===== src/rtl/ckm_pkg.sv =====
package ckm_pkg;

    localparam int ADDR_W = 3;
    localparam int DATA_W = 32;

    typedef enum logic [ADDR_W-1:0] {
        REG_CTRL    = 3'd0,
        REG_DIV     = 3'd1,
        REG_CLKEN   = 3'd2,
        REG_INTEN   = 3'd3,
        REG_INTSTAT = 3'd4
    } ckm_reg_e;

    typedef struct packed {
        logic gained;
        logic lost;
    } lock_evt_t;

    function automatic int gain_idx(input int p);
        return 2 * p;
    endfunction

    function automatic int loss_idx(input int p);
        return 2 * p + 1;
    endfunction

endpackage


===== src/rtl/ckm_lock_edge.sv =====
module ckm_lock_edge
    import ckm_pkg::*;
#(
    parameter int STAGES = 2
) (
    input  logic      clk,
    input  logic      cold_rst,
    input  logic      lock_async,
    output lock_evt_t evt
);
    logic [STAGES-1:0] sync_q;
    logic              prev_q;

    always_ff @(posedge clk) begin
        if (cold_rst) begin
            sync_q <= '0;
            prev_q <= 1'b0;
        end else begin
            sync_q <= {sync_q[STAGES-2:0], lock_async};
            prev_q <= sync_q[STAGES-1];
        end
    end

    always_comb begin
        evt.gained = sync_q[STAGES-1] & ~prev_q;
        evt.lost   = ~sync_q[STAGES-1] & prev_q;
    end
endmodule


===== src/rtl/ckm_regfile.sv =====
module ckm_regfile
    import ckm_pkg::*;
#(
    parameter int NUM_MCNT = 3,
    parameter int NUM_DIV  = 3,
    parameter int DIV_W    = 8,
    parameter int DIV_RST  = 4,
    parameter int NUM_EN   = 8,
    parameter int NUM_SRC  = 6
) (
    input  logic                     clk,
    input  logic                     cold_rst,
    input  logic                     safe_req,
    input  logic                     bus_we,
    input  logic [ADDR_W-1:0]        bus_addr,
    input  logic [DATA_W-1:0]        bus_wdata,
    output logic [DATA_W-1:0]        bus_rdata,
    input  logic [NUM_SRC-1:0]       evt_vec,
    output logic                     safe_q,
    output logic [NUM_MCNT-1:0]      byp_q,
    output logic                     flash_q,
    output logic [NUM_DIV*DIV_W-1:0] div_q,
    output logic [NUM_EN-1:0]        en_q,
    output logic [NUM_SRC-1:0]       ien_q,
    output logic [NUM_SRC-1:0]       stat_q
);
    localparam int DIVS     = NUM_DIV * DIV_W;
    localparam int FLASH_B  = NUM_MCNT + 1;

    logic wr_ctrl, wr_div, wr_en, wr_ien, wr_stat;
    logic [NUM_SRC-1:0] clr_mask;

    assign wr_ctrl  = bus_we && (bus_addr == REG_CTRL);
    assign wr_div   = bus_we && (bus_addr == REG_DIV);
    assign wr_en    = bus_we && (bus_addr == REG_CLKEN);
    assign wr_ien   = bus_we && (bus_addr == REG_INTEN);
    assign wr_stat  = bus_we && (bus_addr == REG_INTSTAT);
    assign clr_mask = wr_stat ? bus_wdata[NUM_SRC-1:0] : '0;

    always_ff @(posedge clk) begin
        if (cold_rst) begin
            safe_q  <= 1'b1;
            byp_q   <= '0;
            flash_q <= 1'b0;
            div_q   <= {NUM_DIV{DIV_W'(DIV_RST)}};
            en_q    <= '1;
            ien_q   <= '0;
            stat_q  <= '0;
        end else begin
            if (wr_ctrl) begin
                safe_q  <= bus_wdata[0];
                byp_q   <= bus_wdata[NUM_MCNT:1];
                flash_q <= bus_wdata[FLASH_B];
            end
            if (safe_req) safe_q <= 1'b1;
            if (wr_div) div_q <= bus_wdata[DIVS-1:0];
            if (wr_en)  en_q  <= bus_wdata[NUM_EN-1:0];
            if (wr_ien) ien_q <= bus_wdata[NUM_SRC-1:0];
            stat_q <= (stat_q & ~clr_mask) | evt_vec;
        end
    end

    always_comb begin
        bus_rdata = '0;
        case (bus_addr)
            REG_CTRL: begin
                bus_rdata[0]          = safe_q;
                bus_rdata[NUM_MCNT:1] = byp_q;
                bus_rdata[FLASH_B]    = flash_q;
            end
            REG_DIV:     bus_rdata[DIVS-1:0]    = div_q;
            REG_CLKEN:   bus_rdata[NUM_EN-1:0]  = en_q;
            REG_INTEN:   bus_rdata[NUM_SRC-1:0] = ien_q;
            REG_INTSTAT: bus_rdata[NUM_SRC-1:0] = stat_q;
            default:     bus_rdata = '0;
        endcase
    end
endmodule


===== src/rtl/ckm_safe_ovr.sv =====
module ckm_safe_ovr #(
    parameter int NUM_MCNT = 3,
    parameter int NUM_DIV  = 3,
    parameter int DIV_W    = 8,
    parameter int DIV_RST  = 4,
    parameter int NUM_EN   = 8
) (
    input  logic                     safe,
    input  logic [NUM_MCNT-1:0]      prog_byp,
    input  logic                     prog_flash,
    input  logic [NUM_DIV*DIV_W-1:0] prog_div,
    input  logic [NUM_EN-1:0]        prog_en,
    output logic [NUM_MCNT-1:0]      eff_byp,
    output logic                     eff_flash,
    output logic [NUM_DIV*DIV_W-1:0] eff_div,
    output logic [NUM_EN-1:0]        eff_en
);
    genvar d;
    generate
        for (d = 0; d < NUM_DIV; d++) begin : g_div
            assign eff_div[d*DIV_W +: DIV_W] =
                safe ? DIV_W'(DIV_RST) : prog_div[d*DIV_W +: DIV_W];
        end
    endgenerate

    assign eff_byp   = safe ? '1 : prog_byp;
    assign eff_flash = safe | prog_flash;
    assign eff_en    = safe ? '1 : prog_en;
endmodule


===== src/rtl/clkmgr_safe_ctl.sv =====
module clkmgr_safe_ctl
    import ckm_pkg::*;
#(
    parameter int NUM_PLL  = 3,
    parameter int NUM_MCNT = 3,
    parameter int NUM_DIV  = 3,
    parameter int DIV_W    = 8,
    parameter int DIV_RST  = 4,
    parameter int NUM_EN   = 8,
    parameter int SYNC_N   = 2
) (
    input  logic                     clk,
    input  logic                     cold_rst,
    input  logic                     safe_req,
    input  logic                     bus_we,
    input  logic [ADDR_W-1:0]        bus_addr,
    input  logic [DATA_W-1:0]        bus_wdata,
    output logic [DATA_W-1:0]        bus_rdata,
    input  logic [NUM_PLL-1:0]       pll_lock,
    output logic [NUM_MCNT-1:0]      main_byp_o,
    output logic                     flash_sel_o,
    output logic [NUM_DIV*DIV_W-1:0] div_o,
    output logic [NUM_EN-1:0]        clk_en_o,
    output logic                     irq_o
);
    localparam int NUM_SRC = 2 * NUM_PLL;

    lock_evt_t [NUM_PLL-1:0]   pll_evt;
    logic [NUM_SRC-1:0]        evt_vec;
    logic                      safe_act;
    logic [NUM_MCNT-1:0]       prog_byp;
    logic                      prog_flash;
    logic [NUM_DIV*DIV_W-1:0]  prog_div;
    logic [NUM_EN-1:0]         prog_en;
    logic [NUM_SRC-1:0]        int_en;
    logic [NUM_SRC-1:0]        int_stat;

    genvar p;
    generate
        for (p = 0; p < NUM_PLL; p++) begin : g_pll
            ckm_lock_edge #(.STAGES(SYNC_N)) i_edge (
                .clk        (clk),
                .cold_rst   (cold_rst),
                .lock_async (pll_lock[p]),
                .evt        (pll_evt[p])
            );
            assign evt_vec[gain_idx(p)] = pll_evt[p].gained;
            assign evt_vec[loss_idx(p)] = pll_evt[p].lost;
        end
    endgenerate

    ckm_regfile #(
        .NUM_MCNT(NUM_MCNT), .NUM_DIV(NUM_DIV), .DIV_W(DIV_W),
        .DIV_RST(DIV_RST), .NUM_EN(NUM_EN), .NUM_SRC(NUM_SRC)
    ) i_regs (
        .clk       (clk),
        .cold_rst  (cold_rst),
        .safe_req  (safe_req),
        .bus_we    (bus_we),
        .bus_addr  (bus_addr),
        .bus_wdata (bus_wdata),
        .bus_rdata (bus_rdata),
        .evt_vec   (evt_vec),
        .safe_q    (safe_act),
        .byp_q     (prog_byp),
        .flash_q   (prog_flash),
        .div_q     (prog_div),
        .en_q      (prog_en),
        .ien_q     (int_en),
        .stat_q    (int_stat)
    );

    ckm_safe_ovr #(
        .NUM_MCNT(NUM_MCNT), .NUM_DIV(NUM_DIV), .DIV_W(DIV_W),
        .DIV_RST(DIV_RST), .NUM_EN(NUM_EN)
    ) i_ovr (
        .safe       (safe_act),
        .prog_byp   (prog_byp),
        .prog_flash (prog_flash),
        .prog_div   (prog_div),
        .prog_en    (prog_en),
        .eff_byp    (main_byp_o),
        .eff_flash  (flash_sel_o),
        .eff_div    (div_o),
        .eff_en     (clk_en_o)
    );

    always_ff @(posedge clk) begin
        if (cold_rst) irq_o <= 1'b0;
        else          irq_o <= |(int_stat & int_en);
    end
endmodule


===== config.mk =====
export PLATFORM = sky130hd
export DESIGN_NAME = clkmgr_safe_ctl
export DESIGN_NICKNAME = d
export VERILOG_FILES = /design/src/rtl/ckm_pkg.sv /design/src/rtl/ckm_lock_edge.sv /design/src/rtl/ckm_regfile.sv /design/src/rtl/ckm_safe_ovr.sv /design/src/rtl/clkmgr_safe_ctl.sv
export SDC_FILE = /design/constraint.sdc
export NUM_CORES = 1
export LEC_CHECK = 0
export ABC_AREA = 1
export CAP_MARGIN = 20
export CELL_PAD_IN_SITES_DETAIL_PLACEMENT = 1
export CELL_PAD_IN_SITES_GLOBAL_PLACEMENT = 2
export CORE_MARGIN = 10
export CORE_UTILIZATION = 34
export CTS_CLUSTER_DIAMETER = 60
export DETAILED_ROUTE_END_ITERATION = 10
export DONT_BUFFER_PORTS = 1
export HOLD_SLACK_MARGIN = 0.03
export PLACE_DENSITY = 0.86
export SLEW_MARGIN = 20
export SYNTH_ARGS = -nofsm -noshare
export SYNTH_HDL_FRONTEND = slang
export SYNTH_SLANG_ARGS = --single-unit

===== constraint.sdc =====
create_clock -name clk -period 1.91 [get_ports clk]
set_input_delay 0.191 -clock clk [delete_from_list [all_inputs] [get_ports clk]]
set_output_delay 0.191 -clock clk [all_outputs]
set_load 0.02 [all_outputs]

# [Yosys cells after proc, flatten, opt, wreduce, memory -nomap -nowiden]
# Index checks and enable logic that the tools add are counted.
[word_totals] reg_bits=59 latchBits=0 mem_bits_rw=0 romBits=0 inputBits=42 n_memories=0
[op_classes] addsub=0 multipliers=0 div_mod_pow=0 magnitude_cmp=0 eq_ne=4 n_shift=0 muxes=10 n_bitwise=17 reduce_logical=8
[ops] cell="$mux 8" count=4
[ops] cell="$pmux 5 s5" count=1
[ops] cell="$mux 16" count=1
[ops] cell="$and 6x6->6" count=2
[ops] cell="$and 1x1->1" count=6
[ops] cell="$eq 3x2->1 const B" count=2
[ops] cell="$mux 6" count=1
[ops] cell="$not 1->1" count=6
[ops] cell="$not 6->6" count=1
[ops] cell="$or 6x6->6" count=1
[ops] cell="$reduce_or 6->1" count=1
[ops] cell="$logic_and 1x1->1" count=5
[ops] cell="$pmux 1 s4" count=1
[ops] cell="$pmux 2 s2" count=1
[ops] cell="$eq 3x1->1 const B" count=1
[ops] cell="$eq 3x3->1 const B" count=1
[ops] cell="$logic_not 3->1" count=1
[ops] cell="$mux 3" count=1
[ops] cell="$reduce_or 2->1" count=1
[ops] cell="$or 1x1->1" count=1

# [Longest topological paths before layout]
[logic_depth] depth_word=6 ltp_mapped=9 depth_no_buf=7

# [Hierarchy]
# Synthesis repeated with hierarchy kept, for this count alone.
[hier_totals] cells_unflattened=488 area_unflattened_um2=3088.0
[by_module_without_submodules] mod="ckm_regfile" instances=1 cells_per_inst=363 area_each_um2=2444.8 seq_area_each_um2=980.9
[by_module_without_submodules] mod="ckm_safe_ovr" instances=1 cells_per_inst=76 area_each_um2=295.3 seq_area_each_um2=0.0
[by_module_without_submodules] mod="ckm_lock_edge" instances=3 cells_per_inst=12 area_each_um2=93.8 seq_area_each_um2=60.1
[by_module_without_submodules] mod="clkmgr_safe_ctl" instances=1 cells_per_inst=13 area_each_um2=66.3 seq_area_each_um2=20.0

# [Worst setup path after synthesis]
# No wires, ideal clock.
[synth_path] path_type="in2out" from="input bus_addr[2]" to="output bus_rdata[2]" t_arrival_ns=1.088 setup_slack_ns=0.631 cell_stages=9 cell_sequence="buf_4 -> inv_2 -> nand2_2 -> nor2_4 -> buf_4 -> nand2_1 -> o21ai_1 -> inv_2 -> nand2_1"
[synth_via] elab_chain_cells=2 elab_cells_between_ends=6 cone_classes="eq/ne (4); mux (1); reduce/logical (1)"
[synth_rtl] item="from (decl)" line_no="clkmgr_safe_ctl.sv:16" source="input logic [ADDR_W-1:0] bus_addr,"
[synth_rtl] item="$eq 3x3->1, or another cell as far along" line_no="ckm_regfile.sv:65" source="case (bus_addr)"
[synth_rtl] item="$pmux 5 s5 (*)" line_no="ckm_regfile.sv:65"
[synth_rtl] item="to (decl)" line_no="clkmgr_safe_ctl.sv:18" source="output logic [DATA_W-1:0] bus_rdata,"
# Mark *: on every way between the ends. The rest lies on a longest branch, timed or not.

# [Worst setup path after layout]
[layout_path] from="register i_regs.safe_q" to="output clk_en_o[6]"
[layout_via] elab_chain_cells=1
[layout_rtl] item="from (decl)" line_no="ckm_regfile.sv:19" source="output logic safe_q,"
[layout_rtl] item="from (signal assigned)" line_no="ckm_regfile.sv:51" source="safe_q <= bus_wdata[0];"
[layout_rtl] item="$mux 8" line_no="ckm_safe_ovr.sv:28" source="assign eff_en = safe ? '1 : prog_en;"
[layout_rtl] item="to (decl)" line_no="clkmgr_safe_ctl.sv:23" source="output logic [NUM_EN-1:0] clk_en_o,"
# No other way between the ends.

==> flow_metrics.tcl <==
set metrics [dict create \
    status "finished, final reports clean" \
    rows 34 \
    root_buffer "clkbuf_8" \
    syn_area_per_cell_um2 6.139 \
    synthMuxAreaShare_pct 0 \
    wl_per_cell_um 16.41 \
    coreArea_um2 8678 \
    area_growth_pct 19.26 \
    tritoncts "done" \
    grt_busiest_layer "met2" \
    drv_cap 0 \
    placedCellCount 593 \
    p_per_area_nw_per_um2 844.3 \
    synth_compound_area_share_pct 3.120 \
    place.gp.congestion 0.8031 \
    cts.path.max_buffers 2 \
    synth-simple-area-share_pct 41.26 \
    drtIter0Drc 116 \
    first_global_vias 3093 \
    drt_pass1_iterations 4 \
    viasPerCell 4.680 \
    slowest_delay_ns 0.55 \
    yosys.cell_types.count 23 \
    hold_path_class "in -> reg" \
    fmax_mhz 607.7 \
    worstPathRequired_ns 1.72 \
    cp_cell_sequence "clkinv_2, nand2_1, buf_4" \
    slew_headroom_pct 43.25 \
    finClkSkew_ns 0.007612 \
    cts_sinks 59 \
    num_vias 2944 \
    grt_max_degree 25 \
    yosys.area_share.xor_xnor_pct 0 \
    dp_slack_ns 0.3666 \
    h-tree-depth 3 \
    seq_area_frac_synth_pct 39.27 \
    setup_violations 0 \
    slew_viol_final 0 \
    end_kind "output port" \
    slowest_stage "dfxtp_1" \
    ioPinCount 111 \
    yosys_warnings 0 \
    synth_top_family_by_area "simple AND/OR/NAND/NOR gates" \
    synthAdderAreaFrac_pct 0 \
    grt_pass1_wl_mm 16.34 \
    hold_violations 0 \
    drc 0 \
    tns_ns 0 \
    cp_max_fo 10 \
    post-route-util_pct 41.34 \
    fp.dieW_um 114.1 \
    grtUsageMet3_pct 5.556 \
    clk_pin_slew_ns 0.07 \
    setup_ws_ns 0.2645 \
    syn_inst 490 \
    die_h_um 114.1 \
    portBuffers 0 \
    rsz0062_at_grt "no" \
    final_common_cell "nand2_1" \
    ir_drop_uv 361.1 \
    cp_data_arrival_time_ns 1.45 \
    p_leak_uw 0.001620 \
    antenna_left 0 \
    criticalPathCategory "reg -> out" \
    routed_wl_mm 10.32 \
    grt_use_met2_pct 26.88 \
    final-instance-count-excl-fill 629 \
    gr-total-overflow 0 \
    grt.total_usage_pct 15.68 \
    syn-cell-area_um2 3008 \
    nets 558 \
    tightest_slew_ns 0.8485 \
    n_antenna_cell 0 \
    initial_utilization_pct 34.66 \
    ys_ff_latch 59 \
    fp.dieArea_um2 13010 \
    final_cell_mix "nand2_1 (123), nor2_1 (109), inv_1 (78)" \
    cp-start-kind "register" \
    finalCriticalPeriod_ns 1.646 \
    clk_latency_ns 0.34 \
    fin_crit_sh_pct 86.15 \
    layout-drive-gt1-share_pct 10.36 \
    dp_hpwl_mm 7.341 \
    cts_buffers 9 \
    antenna_found_initial 0 \
    grt_use_met1_pct 17.48 \
]
worst paths after layout:
| check | start | to | slack [ns] | cells after the start |
|---|---|---|---|---|
| worst max-delay path | i_regs.safe_q | clk_en_o[6] | 0.26 | 3 |
| worst min-delay path | bus_wdata[4] | i_regs.stat_q[4] | 0.04 | 3 |
| worst max register to register | i_regs.ien_q[2] | irq_o | 1.08 | 4 |
| worst min register to register | g_pll[0].i_edge.sync_q[0] | g_pll[0].i_edge.sync_q[1] | 0.41 | 2 |
report_power, final:
group	total (uW)	switching [uW]	internal [uW]
clock network	1440	533	904
logic	293	202	91.9
registers	1300	24.2	1270
total	3030	759	2270
metrics by stage:
step / cell area (um2) / power [uW] / hold WS [ns]
finish: 3587 / 3029 / 0.04398
global route: 3587 / 3156 / 0.04198
floorplan: 3034 / 1543 / 0.2980
global placement: 3136 / 1560 / 0.2650
CTS: 3587 / 3075 / 0.03027
detailed placement: 3136 / 1569 / 0.2671
sequential cells by signal, summed over array words and instances, names as in the netlist, 3 cells and up:
name,cells
i_regs.ien_q,6
g_pll.i_edge.sync_q,6
i_regs.stat_q,6
i_regs.byp_q,3
g_pll.i_edge.prev_q,3
i_regs.div_q,24
i_regs.en_q,8
critical path, delay by kind of cell, from the launching register on:
family / cells / cell delay, ns
simple gates: 1 / 0.13
flops: 1 / 0.55
buf+inv: 2 / 0.44
cells by family (layout without fill, tap and decap cells):
logic type | Yosys count | count (layout)
buffers and inverters | 115 | 139
flip-flops | 59 | 59
other | 1 | 8
AO/OA/AOI/OAI | 18 | 18
AND/OR/NAND/NOR | 297 | 297
cells in the mapped netlist, drive strengths merged:
master	instances	share of area [%]
nand2	125	16
nor2	114	15
inv	83	10
dfxtp	59	39
nand3	48	8.2
buf	17	4.0
clkbuf	13	1.6
a21oi	9	1.5
o21ai	6	1.0
or2	5	1.0
nand4	4	0.83
clkinv	2	0.25
o22ai	2	0.42
a31oi	1	0.21
conb	1	0.12
nor3	1	0.33
timing repair:
item | CTS | global route
resized for setup | 1 | 0
hold endpoints to repair | 42 | 0
hold buffers | 20 | 0
endpoints found under the setup margin | 8 | 0
buffers inserted | 0 | 0
area by class of cell:
type                    count  area [um2]
multi-input cells         323        1365
clock inverters             6       112.6
clock buffers              10       137.6
repair buffers             38       335.3
flip-flops and latches     59        1181
inverters                  85       320.3
well taps                 108       135.1
fillers                  1168        5091
per-layer routing:
layer | part of all wire [%] | up-vias
li1 | - | 1485
met1 | 40 | 1356
met2 | 49 | 85
met3 | 8.6 | 18
met4 | 2.2 | 0
met5 | 0 | -
Note: power is estimated with default switching activity, not from simulation.
